$ cat config.mk
export PLATFORM = sky130hd
export DESIGN_NAME = ext_strobe_timer
export DESIGN_NICKNAME = d
export VERILOG_FILES = /design/src/rtl/ext_strobe_timer_pkg.sv /design/src/rtl/ext_strobe_cfg_check.sv /design/src/rtl/ext_strobe_ctrl.sv /design/src/rtl/ext_strobe_datapath.sv /design/src/rtl/ext_strobe_timer.sv
export SDC_FILE = /design/constraint.sdc
export NUM_CORES = 1
export LEC_CHECK = 0
export BUFFER_PORTS_ARGS = -buffer_cell sky130_fd_sc_hd__buf_2
export CAP_MARGIN = 10
export CORE_AREA = 2 2 76 78
export CTS_BUF_LIST = sky130_fd_sc_hd__clkbuf_4 sky130_fd_sc_hd__clkbuf_8
export CTS_CLUSTER_DIAMETER = 80
export DETAILED_ROUTE_END_ITERATION = 10
export DIE_AREA = 0 0 78 80
export PLACE_DENSITY = 0.57
export SYNTH_ARGS = -nofsm -noshare
export SYNTH_HDL_FRONTEND = slang
export SYNTH_SLANG_ARGS = --single-unit
$ cat constraint.sdc
create_clock -name clk -period 6.03 [get_ports clk]
set_input_delay 0.3015 -clock clk [delete_from_list [all_inputs] [get_ports clk]]
set_output_delay 0.3015 -clock clk [all_outputs]
set_load 0.02 [all_outputs]
$ cat src/rtl/ext_strobe_timer_pkg.sv
package ext_strobe_timer_pkg;
  localparam int CFG_W = 19;

  // control to datapath
  typedef struct packed {
    logic load;
    logic advance;
    logic running;
  } ctrlBus_t;

  // datapath to control
  typedef struct packed {
    logic       hsMode;
    logic       atAck;
    logic       atEnd;
    logic [1:0] ackWait;
  } dpStatus_t;
endpackage

$ cat src/rtl/ext_strobe_cfg_check.sv
module ext_strobe_cfg_check
  import ext_strobe_timer_pkg::*;
#(
  parameter int RATIO_W = 3,
  parameter int HS_RATIO = 4
) (
  input  logic             hsSel,
  input  logic [CFG_W-1:3] fields,
  input  logic [RATIO_W-1:0] clkRatio,
  output logic             cfgErr
);
  logic [1:0] asOn, rwOn, addrEnd;
  logic [2:0] asOff;
  logic [4:0] fxOff, hsOff, cycEnd;
  logic fixedOk, hsOk;

  always_comb begin
    asOn    = fields[4:3];
    asOff   = fields[7:5];
    fxOff   = fields[12:8];
    rwOn    = fields[6:5];
    addrEnd = fields[8:7];
    hsOff   = fields[13:9];
    cycEnd  = fields[18:14];
    fixedOk = (asOn != 2'd0) && (asOff != 3'd0) && ({1'b0, asOff} > {2'b0, asOn})
              && (fxOff > {3'b0, asOn}) && (fxOff >= {2'b0, asOff});
    hsOk    = (rwOn != 2'd0) && (hsOff > {3'b0, rwOn}) && (hsOff >= {3'b0, addrEnd})
              && (cycEnd >= hsOff) && (clkRatio == RATIO_W'(HS_RATIO));
    cfgErr  = hsSel ? !hsOk : !fixedOk;
  end
endmodule

$ cat src/rtl/ext_strobe_ctrl.sv
module ext_strobe_ctrl
  import ext_strobe_timer_pkg::*;
(
  input  logic      clk,
  input  logic      rstN,
  input  logic      startPulse,
  input  logic      cfgErr,
  input  logic      ackIn,
  input  dpStatus_t status,
  output ctrlBus_t  ctrlBus,
  output logic      cycleDone
);
  typedef enum logic {IDLE, RUN} state_t;
  state_t     state;
  logic       ackSeen;
  logic [1:0] holdLeft;
  logic       waitingAck;

  always_comb begin
    waitingAck      = status.hsMode && status.atAck && !ackSeen;
    ctrlBus.running = (state == RUN);
    ctrlBus.load    = (state == IDLE) && startPulse && !cfgErr;
    cycleDone       = ctrlBus.running && status.atEnd;
    if (!ctrlBus.running || status.atEnd) ctrlBus.advance = 1'b0;
    else if (waitingAck)                   ctrlBus.advance = ackIn && (status.ackWait == 2'd0);
    else if (holdLeft > 2'd1)              ctrlBus.advance = 1'b0;
    else                                   ctrlBus.advance = 1'b1;
  end

  always_ff @(posedge clk) begin
    if (!rstN) begin
      state    <= IDLE;
      ackSeen  <= 1'b0;
      holdLeft <= 2'd0;
    end else if (state == IDLE) begin
      if (ctrlBus.load) begin
        state    <= RUN;
        ackSeen  <= 1'b0;
        holdLeft <= 2'd0;
      end
    end else if (status.atEnd) begin
      state <= IDLE;
    end else if (waitingAck) begin
      if (ackIn) begin
        ackSeen  <= 1'b1;
        holdLeft <= status.ackWait;
      end
    end else if (holdLeft != 2'd0) begin
      holdLeft <= holdLeft - 2'd1;
    end
  end

  assert_done_single_R9: assert property (@(posedge clk) disable iff (!rstN)
    cycleDone |=> !cycleDone);
  assert_refuse_bad_cfg_R8: assert property (@(posedge clk) disable iff (!rstN)
    (state == IDLE && startPulse && cfgErr) |=> (state == IDLE));
  assert_wait_ack_R6: assert property (@(posedge clk) disable iff (!rstN)
    (ctrlBus.running && waitingAck && !ackIn) |=> (state == RUN && !ackSeen));
endmodule

$ cat src/rtl/ext_strobe_datapath.sv
module ext_strobe_datapath
  import ext_strobe_timer_pkg::*;
#(
  parameter int CNT_W = 5
) (
  input  logic             clk,
  input  logic             rstN,
  input  ctrlBus_t         ctrlBus,
  input  logic             hsSel,
  input  logic [CFG_W-1:3] fields,
  input  logic             isWrite,
  output dpStatus_t        status,
  output logic             asN,
  output logic             reN,
  output logic             weN,
  output logic             addrValid
);
  logic             hsQ, wrQ;
  logic [CFG_W-1:3] fieldsQ;
  logic [CNT_W-1:0] cnt;
  logic [CNT_W-1:0] onVal, asStart, asStop, rwStop, endVal;
  logic             asAct, rwAct;

  always_ff @(posedge clk) begin
    if (!rstN) begin
      hsQ     <= 1'b0;
      wrQ     <= 1'b0;
      fieldsQ <= '0;
      cnt     <= '0;
    end else if (ctrlBus.load) begin
      hsQ     <= hsSel;
      wrQ     <= isWrite;
      fieldsQ <= fields;
      cnt     <= '0;
    end else if (ctrlBus.advance) begin
      cnt <= cnt + CNT_W'(1);
    end
  end

  always_comb begin
    if (hsQ) begin
      onVal   = CNT_W'(fieldsQ[6:5]);
      asStart = '0;
      asStop  = CNT_W'(fieldsQ[8:7]);
      rwStop  = CNT_W'(fieldsQ[13:9]);
      endVal  = CNT_W'(fieldsQ[18:14]);
    end else begin
      onVal   = CNT_W'(fieldsQ[4:3]);
      asStart = onVal;
      asStop  = CNT_W'(fieldsQ[7:5]);
      rwStop  = CNT_W'(fieldsQ[12:8]);
      endVal  = rwStop;
    end
    asAct          = ctrlBus.running && (cnt >= asStart) && (cnt < asStop);
    rwAct          = ctrlBus.running && (cnt >= onVal) && (cnt < rwStop);
    asN            = !asAct;
    reN            = !(rwAct && !wrQ);
    weN            = !(rwAct && wrQ);
    addrValid      = ctrlBus.running && (cnt < asStop);
    status.hsMode  = hsQ;
    status.atAck   = (cnt == onVal);
    status.atEnd   = (cnt == endVal);
    status.ackWait = fieldsQ[4:3];
  end

  assert_rw_exclusive_R10: assert property (@(posedge clk) disable iff (!rstN)
    !(!reN && !weN));
  assert_count_hold_R6: assert property (@(posedge clk) disable iff (!rstN)
    (!ctrlBus.load && !ctrlBus.advance) |=> $stable(cnt));
  assert_count_bounded_R9: assert property (@(posedge clk) disable iff (!rstN)
    ctrlBus.running |-> (cnt <= endVal));
endmodule

$ cat src/rtl/ext_strobe_timer.sv
module ext_strobe_timer
  import ext_strobe_timer_pkg::*;
#(
  parameter int CNT_W   = 5,
  parameter int RATIO_W = 3
) (
  input  logic               clk,
  input  logic               rstN,
  input  logic               startPulse,
  input  logic               isWrite,
  input  logic [CFG_W-1:0]   cfgWord,
  input  logic [RATIO_W-1:0] clkRatio,
  input  logic               ackIn,
  output logic               asN,
  output logic               reN,
  output logic               weN,
  output logic               wide16,
  output logic               asyncMode,
  output logic               addrValid,
  output logic               cycleDone,
  output logic               cfgErr
);
  ctrlBus_t  ctrlBus;
  dpStatus_t status;

  assign wide16    = cfgWord[2];
  assign asyncMode = cfgWord[1];

  ext_strobe_cfg_check #(.RATIO_W(RATIO_W), .HS_RATIO(4)) u_check (
    .hsSel(cfgWord[0]), .fields(cfgWord[CFG_W-1:3]), .clkRatio(clkRatio), .cfgErr(cfgErr));

  ext_strobe_ctrl u_ctrl (
    .clk(clk), .rstN(rstN), .startPulse(startPulse), .cfgErr(cfgErr), .ackIn(ackIn),
    .status(status), .ctrlBus(ctrlBus), .cycleDone(cycleDone));

  ext_strobe_datapath #(.CNT_W(CNT_W)) u_dp (
    .clk(clk), .rstN(rstN), .ctrlBus(ctrlBus), .hsSel(cfgWord[0]),
    .fields(cfgWord[CFG_W-1:3]), .isWrite(isWrite), .status(status),
    .asN(asN), .reN(reN), .weN(weN), .addrValid(addrValid));
endmodule

# [Word-level counts from Yosys, hierarchy flattened]
# Index checks and enable logic that the tools add are counted.
[word_totals] ff_bits=27 elab_cells=93 inputBits=27
[classes] n_addsub=2 magnitude_cmp=11 mux=23 n_eq_ne=8 n_reduce_logical=40 bitwise_logic=2
[op_table] cell="logical AND 1 bit" count=21
[op_table] cell="2-to-1 mux 2 bit" count=8
[op_table] cell="greater-or-equal comparator 5 x 2 -> 1 bit" count=3
[op_table] cell="2-to-1 mux 1 bit" count=12
[op_table] cell="greater-than comparator 5 x 2 -> 1 bit" count=2
[op_table] cell="2-to-1 mux 5 bit" count=2
[op_table] cell="logical NOT 1 bit" count=9
[op_table] cell="AND reduction 4 bit" count=2
[op_table] cell="nonzero test 2 bit" count=4
[op_table] cell="!= test 2 bit, second input constant" count=3
[op_table] cell="!= test 3 bit, second input constant" count=2
[op_table] cell="adder 5 x 1 -> 5 bit, second input constant" count=1
[op_table] cell="equality test 5 x 2 -> 1 bit" count=1
[op_table] cell="equality test 5 bit" count=1
[op_table] cell="greater-or-equal comparator 5 x 3 -> 1 bit" count=1
[op_table] cell="greater-or-equal comparator 5 bit" count=1
[op_table] cell="< comparator 5 x 3 -> 1 bit" count=1
[op_table] cell="< comparator 5 bit" count=1
[op_table] cell="equality test 3 bit, second input constant" count=1
[op_table] cell="greater-than comparator 3 x 2 -> 1 bit" count=1
[op_table] cell="2-to-1 mux 3 bit" count=1
[op_table] cell="nonzero test 3 bit" count=1
[op_table] cell="greater-than comparator 2 x 1 -> 1 bit, second input constant" count=1
[op_table] cell="logical NOT 2 bit" count=1
[op_table] cell="4 further kinds" count=5

# [Logic depth before layout (Yosys ltp)]
[logic_depth] ltp_word=11 mapped_depth=11 ltp_nobuf=9

# [Modules after synthesis]
# Synthesis repeated with hierarchy kept, for this count alone.
[unflattened] cells_unflattened=239 hier_area_um2=2168.3
[by_module_without_submodules] module="ext_strobe_datapath" instances=1 cells_per_inst=140 area_per_inst_um2=1370.1 seq_area_each_um2=460.4
[by_module_without_submodules] module="ext_strobe_cfg_check" instances=1 cells_per_inst=55 area_per_inst_um2=421.7 seq_area_each_um2=0.0
[by_module_without_submodules] module="ext_strobe_ctrl" instances=1 cells_per_inst=42 area_per_inst_um2=361.6 seq_area_each_um2=80.1
[by_module_without_submodules] module="ext_strobe_timer" instances=1 cells_per_inst=2 area_per_inst_um2=15.0 seq_area_each_um2=0.0

# [Least setup slack after synthesis]
# No wires, ideal clock.
[synth_timing] kind="register -> register" startpoint="register u_dp.hsQ" endpoint="register u_dp.cnt[1]" required_time_ps=5902 t_arrival_ps=2446 setup_time_ps=128 path_buffers=2 path_stages_with_launch=12 slack_ps=3456 synth_period_minus_slack_ps=2574 cell_sequence="dfxtp_1 -> buf_4 -> buf_1 -> nor2b_1 -> a21o_1 -> ha_1 -> nand4b_1 -> nor2_4 -> o31ai_1 -> a211oi_1 -> mux2i_1 -> nor2_1"
[synth_between] elab_chain_cells=6
[synth_rtl] item="start: declaration" line="ext_strobe_datapath.sv:18" source="logic hsQ, wrQ;"
[synth_rtl] item="start signal: assignment" line="ext_strobe_datapath.sv:31" source="hsQ <= hsSel;"
[synth_rtl] item="2-to-1 mux 2 bit" line="ext_strobe_datapath.sv:41" source="if (hsQ) begin"
[synth_rtl] item="equality test 5 x 2 -> 1 bit" line="ext_strobe_datapath.sv:61" source="status.atAck = (cnt == onVal);"
[synth_rtl] item="logical AND 1 bit (2 in series)" line="ext_strobe_ctrl.sv:20" source="waitingAck = status.hsMode && status.atAck && !ackSeen;"
[synth_rtl] item="2-to-1 mux 1 bit" line="ext_strobe_ctrl.sv:25" source="else if (waitingAck) ctrlBus.advance = ackIn && (status.ackWait == 2'd0);"
[synth_rtl] item="2-to-1 mux 1 bit (*)" line="ext_strobe_ctrl.sv:24" source="if (!ctrlBus.running || status.atEnd) ctrlBus.advance = 1'b0;"
[synth_rtl] item="end signal: assignment" line="ext_strobe_datapath.sv:36" source="cnt <= cnt + CNT_W'(1);"
[synth_rtl] item="end: declaration" line="ext_strobe_datapath.sv:20" source="logic [CNT_W-1:0] cnt;"
# Mark *: on every way between the ends. The rest lies on a longest branch, timed or not.
# A chain may end at the register's enable or synchronous reset.

# [Final worst setup path]
[layout_timing] startpoint="input cfgWord[4]" endpoint="output cfgErr"
[layout_between] elab_chain_cells=7
[layout_rtl] item="start: declaration" line="ext_strobe_timer.sv:11" source="input logic [CFG_W-1:0] cfgWord,"
[layout_rtl] item="parallel branches: the longest is 3 deep, another holds greater-than comparator 5 x 2 -> 1 bit"
[layout_rtl] item="logical AND 1 bit (*) (2 in series)" line="ext_strobe_cfg_check.sv:26" source="&& (fxOff > {3'b0, asOn}) && (fxOff >= {2'b0, asOff});"
[layout_rtl] item="logical NOT 1 bit (*)" line="ext_strobe_cfg_check.sv:29" source="cfgErr = hsSel ? !hsOk : !fixedOk;"
[layout_rtl] item="2-to-1 mux 1 bit (*)" line="ext_strobe_cfg_check.sv:29"
[layout_rtl] item="end: declaration" line="ext_strobe_timer.sv:21" source="output logic cfgErr"
# Mark *: on every way between the ends.

==> flow_summary.yaml <==
floorplanning:
  initial_utilization_pct: 38.5
  dieHeight_um: 80
  fp.coreArea_mm2: 0.00541
  rows: 27
  top_level_ports: 35
  area_enclosed_by_the_die_boundary_mm2: 0.00624
  chipWidth_um: 78
clock_tree:
  clock_latency_ns: 0.27
  cts-root-to-sink-buffers: 2
  cts_htree_levels: 1
  post_cts.resized_instances: 0
  cts_hold_repair.buffers: 0
  cts-buffers-inserted: 3
  path_clk_slew_ns: 0.10
  clock-root-buffer: "sky130_fd_sc_hd__clkbuf_8"
  cts_post_setup_buffers_inserted: 0
  numClockSinks: 27
  tritoncts: "built"
synthesis:
  ys_ff_latch: 27
  mappedNetlistArea_mm2: 0.00208
  netlist-cell-type-count: 41
  average_instance_area_after_synthesis_um2: 8.14
  synthesis.yosys.warnings: 0
  synth.yosys.seq_area_share_pct: 25.9
  syn-instance-count: 256
  syn_nets: 312
placed_design:
  io_buffer_count: 30
  routabilityCongestion: 0.797
  dp_hpwl_um: 3890
run:
  max-cap-violations: 0
power_and_ir_drop:
  cellPowerDensity_mw_per_mm2: 162
  report.power.total_w: 0.000374
  power.ir.vdd_worst_mv: 0.0817
  static-leakage-power_nw: 0.889
timing:
  timing.setup.tns_ns: 0
  post-route-min-period_ns: 3.01
  final.hold.worst_slack_ns: 0.283
  tightestPinTransition_ns: 0.824
  final-hold-violation-count: 0
  fmax_mhz: 332
  rsz0062_at_grt: "false"
  report.final.slew_viol_count: 0
  finalClockSkew_ns: 0.00733
  final-setup-viol-count: 0
  max-slew-margin-rel_pct: 45.0
  finalCritPeriodShare_pct: 49.9
routing:
  drtPass1Iterations: 4
  remaining_drc_errors: 0
  initialDrtViolationCount: 99
  dr_vias_cell: 5.36
  num_vias: 1865
  antenna_left: 0
  routed_wire_length_per_instance_um: 14.1
  route.final.wire_length_um: 4920
critical_path:
  required_time_reported_for_the_critical_path_endpoint_ns: 5.73
  worst-endpoint-arrival_ns: 2.71
  crit_path_max_fanout: 20
  worstSetupStartpointType: "input pin"
  critPathCaptureType: "output port"
  worst-setup-path-type: "input pin to output port"
global_routing:
  grt_util_all_layers_pct: 16.7
  grt_pass1_wl_um: 8380
  antenna_violations_before_repair: 0
  grt_overflow: 0
  grt_pass1_vias: 1823
  grt_max_degree: 22
layout:
  multiInputGateArea_mm2: 0.00141
  sequential_area_um2: 541
  fin_nets: 333
  area.growth.synth_to_final_pct: 10.9
  layout.cells.most_common_list: "sky130_fd_sc_hd__buf_2 (30), sky130_fd_sc_hd__ha_1 (29), sky130_fd_sc_hd__dfxtp_1 (27), sky130_fd_sc_hd__nand3_1 (23), sky130_fd_sc_hd__a21oi_1 (23)"
  final.fill_count: 584
  antenna_cell_count: 0
  mostFrequentLayoutCell: "sky130_fd_sc_hd__buf_2"
  drive_gt1_share_pct: 14.1
status:
  outcome: "completed"
worst_hold_path:
  min_path_type: "input pin to flop"
synth_stat cells:
master / count / share of area [%]
sky130_fd_sc_hd__inv_1: 17 / 3.1
sky130_fd_sc_hd__nand2b_1: 7 / 2.1
sky130_fd_sc_hd__a21boi_0: 1 / 0.36
sky130_fd_sc_hd__o2111ai_1: 1 / 0.42
sky130_fd_sc_hd__or3_1: 1 / 0.30
sky130_fd_sc_hd__ha_1: 29 / 17
sky130_fd_sc_hd__o32ai_1: 1 / 0.42
sky130_fd_sc_hd__nor3_1: 3 / 0.72
sky130_fd_sc_hd__xnor2_1: 8 / 3.4
sky130_fd_sc_hd__a22oi_1: 2 / 0.72
sky130_fd_sc_hd__dfxtp_1: 27 / 26
sky130_fd_sc_hd__nand4_1: 2 / 0.60
sky130_fd_sc_hd__clkbuf_1: 10 / 1.8
sky130_fd_sc_hd__a31oi_1: 2 / 0.60
sky130_fd_sc_hd__o21ai_0: 19 / 4.6
sky130_fd_sc_hd__o221ai_1: 2 / 0.84
sky130_fd_sc_hd__mux2i_1: 11 / 5.3
sky130_fd_sc_hd__nand2_1: 10 / 1.8
sky130_fd_sc_hd__nand2_2: 1 / 0.30
sky130_fd_sc_hd__buf_1: 2 / 0.36
sky130_fd_sc_hd__a2111oi_1: 1 / 0.48
sky130_fd_sc_hd__nor2b_1: 6 / 1.8
sky130_fd_sc_hd__a311oi_2: 1 / 0.72
sky130_fd_sc_hd__a211oi_1: 5 / 1.8
sky130_fd_sc_hd__buf_4: 3 / 1.1
sky130_fd_sc_hd__nand4b_1: 1 / 0.42
sky130_fd_sc_hd__a21o_1: 2 / 0.72
sky130_fd_sc_hd__xor2_1: 1 / 0.42
sky130_fd_sc_hd__a32o_1: 2 / 0.96
sky130_fd_sc_hd__nor4_4: 1 / 1.0
sky130_fd_sc_hd__and4b_1: 1 / 0.48
sky130_fd_sc_hd__o21a_1: 4 / 1.4
sky130_fd_sc_hd__nor2_1: 12 / 2.2
sky130_fd_sc_hd__a41oi_1: 1 / 0.42
sky130_fd_sc_hd__nand3b_1: 1 / 0.36
sky130_fd_sc_hd__a211o_1: 2 / 0.84
sky130_fd_sc_hd__nand3_1: 23 / 5.5
sky130_fd_sc_hd__nor2_4: 1 / 0.54
sky130_fd_sc_hd__o31ai_1: 1 / 0.36
sky130_fd_sc_hd__o21ai_1: 8 / 1.9
sky130_fd_sc_hd__a21oi_1: 23 / 5.5
cells by family (layout without fill, tap and decap cells):
group,after synthesis,count (layout),share of synthesized area (%)
fa+ha+maj,29,29,17.4
xor+xnor,9,9,3.78
buf+inv,32,52,6.31
mux,11,11,5.29
compound gates,78,78,23.1
flops,27,27,25.9
simple gates,70,70,18.1
path summary, 6_finish.rpt:
kind / startpoint / endpoint / slack, ns / depth (start not counted)
setup / recovery: cfgWord[4] / cfgErr / 3.02 / 9
hold / removal: cfgWord[14] / u_dp.fieldsQ[14] / 0.28 / 3
setup reg to reg: u_dp.hsQ / u_dp.cnt[1] / 3.08 / 9
hold reg to reg: u_dp.fieldsQ[17] / u_dp.fieldsQ[17] / 0.48 / 2
layout make-up:
class,instances,area share (%)
multi-input cells,197,61.1
flip-flops and latches,27,23.4
repair buffers,31,6.83
well taps,72,3.90
inverters,17,2.76
clock buffers,3,1.79
clock inverters,1,0.217
per-stage QoR:
stage | utilization [%] | cell area, µm² | setup WS (ns) | instances
6_report | 42.7 | 2310 | 3.02 | 348
3_5_place_dp | 41.9 | 2260 | 2.87 | 344
2_1_floorplan | - | 2080 | 3.46 | 256
3_3_place_gp | 41.9 | 2260 | 2.91 | 344
4_1_cts | 42.7 | 2310 | 2.99 | 348
5_1_grt | 42.7 | 2310 | 2.78 | 348
layer usage:
layer  GRT usage (%)  share of wire (%)  vias up
met2            28.4                 45       30
met1            22.3                 51      862
li1                -                  -      969
met5               0                  0        -
met3            1.70                2.9        4
met4            4.91               0.94        0
critical path, stage by stage:
cell and delay [ns]:
sky130_fd_sc_hd__buf_2 0.11, sky130_fd_sc_hd__inv_1 0.06, sky130_fd_sc_hd__ha_1 0.28, sky130_fd_sc_hd__nor2b_1 0.13, sky130_fd_sc_hd__o221ai_1 0.11, sky130_fd_sc_hd__a211oi_1 0.31, sky130_fd_sc_hd__a32o_1 0.63, sky130_fd_sc_hd__inv_1 0.47
sky130_fd_sc_hd__buf_2 0.29
power by group:
group	total (W)	internal (W)	switching, W
clock network	0.000103	0.0000463	0.0000568
registers	0.000189	0.000183	0.00000559
logic	0.0000821	0.0000323	0.0000498
total	0.000374	0.000262	0.000112
state kept, by name, summed over array words and instances, names as in the netlist:
signal           cells
u_dp.fieldsQ        16
u_ctrl.holdLeft      2
u_dp.cnt             5
u_dp.hsQ             1
u_dp.wrQ             1
u_ctrl.ackSeen       1
u_ctrl.state         1
Note: power is estimated with default switching activity, not from simulation.
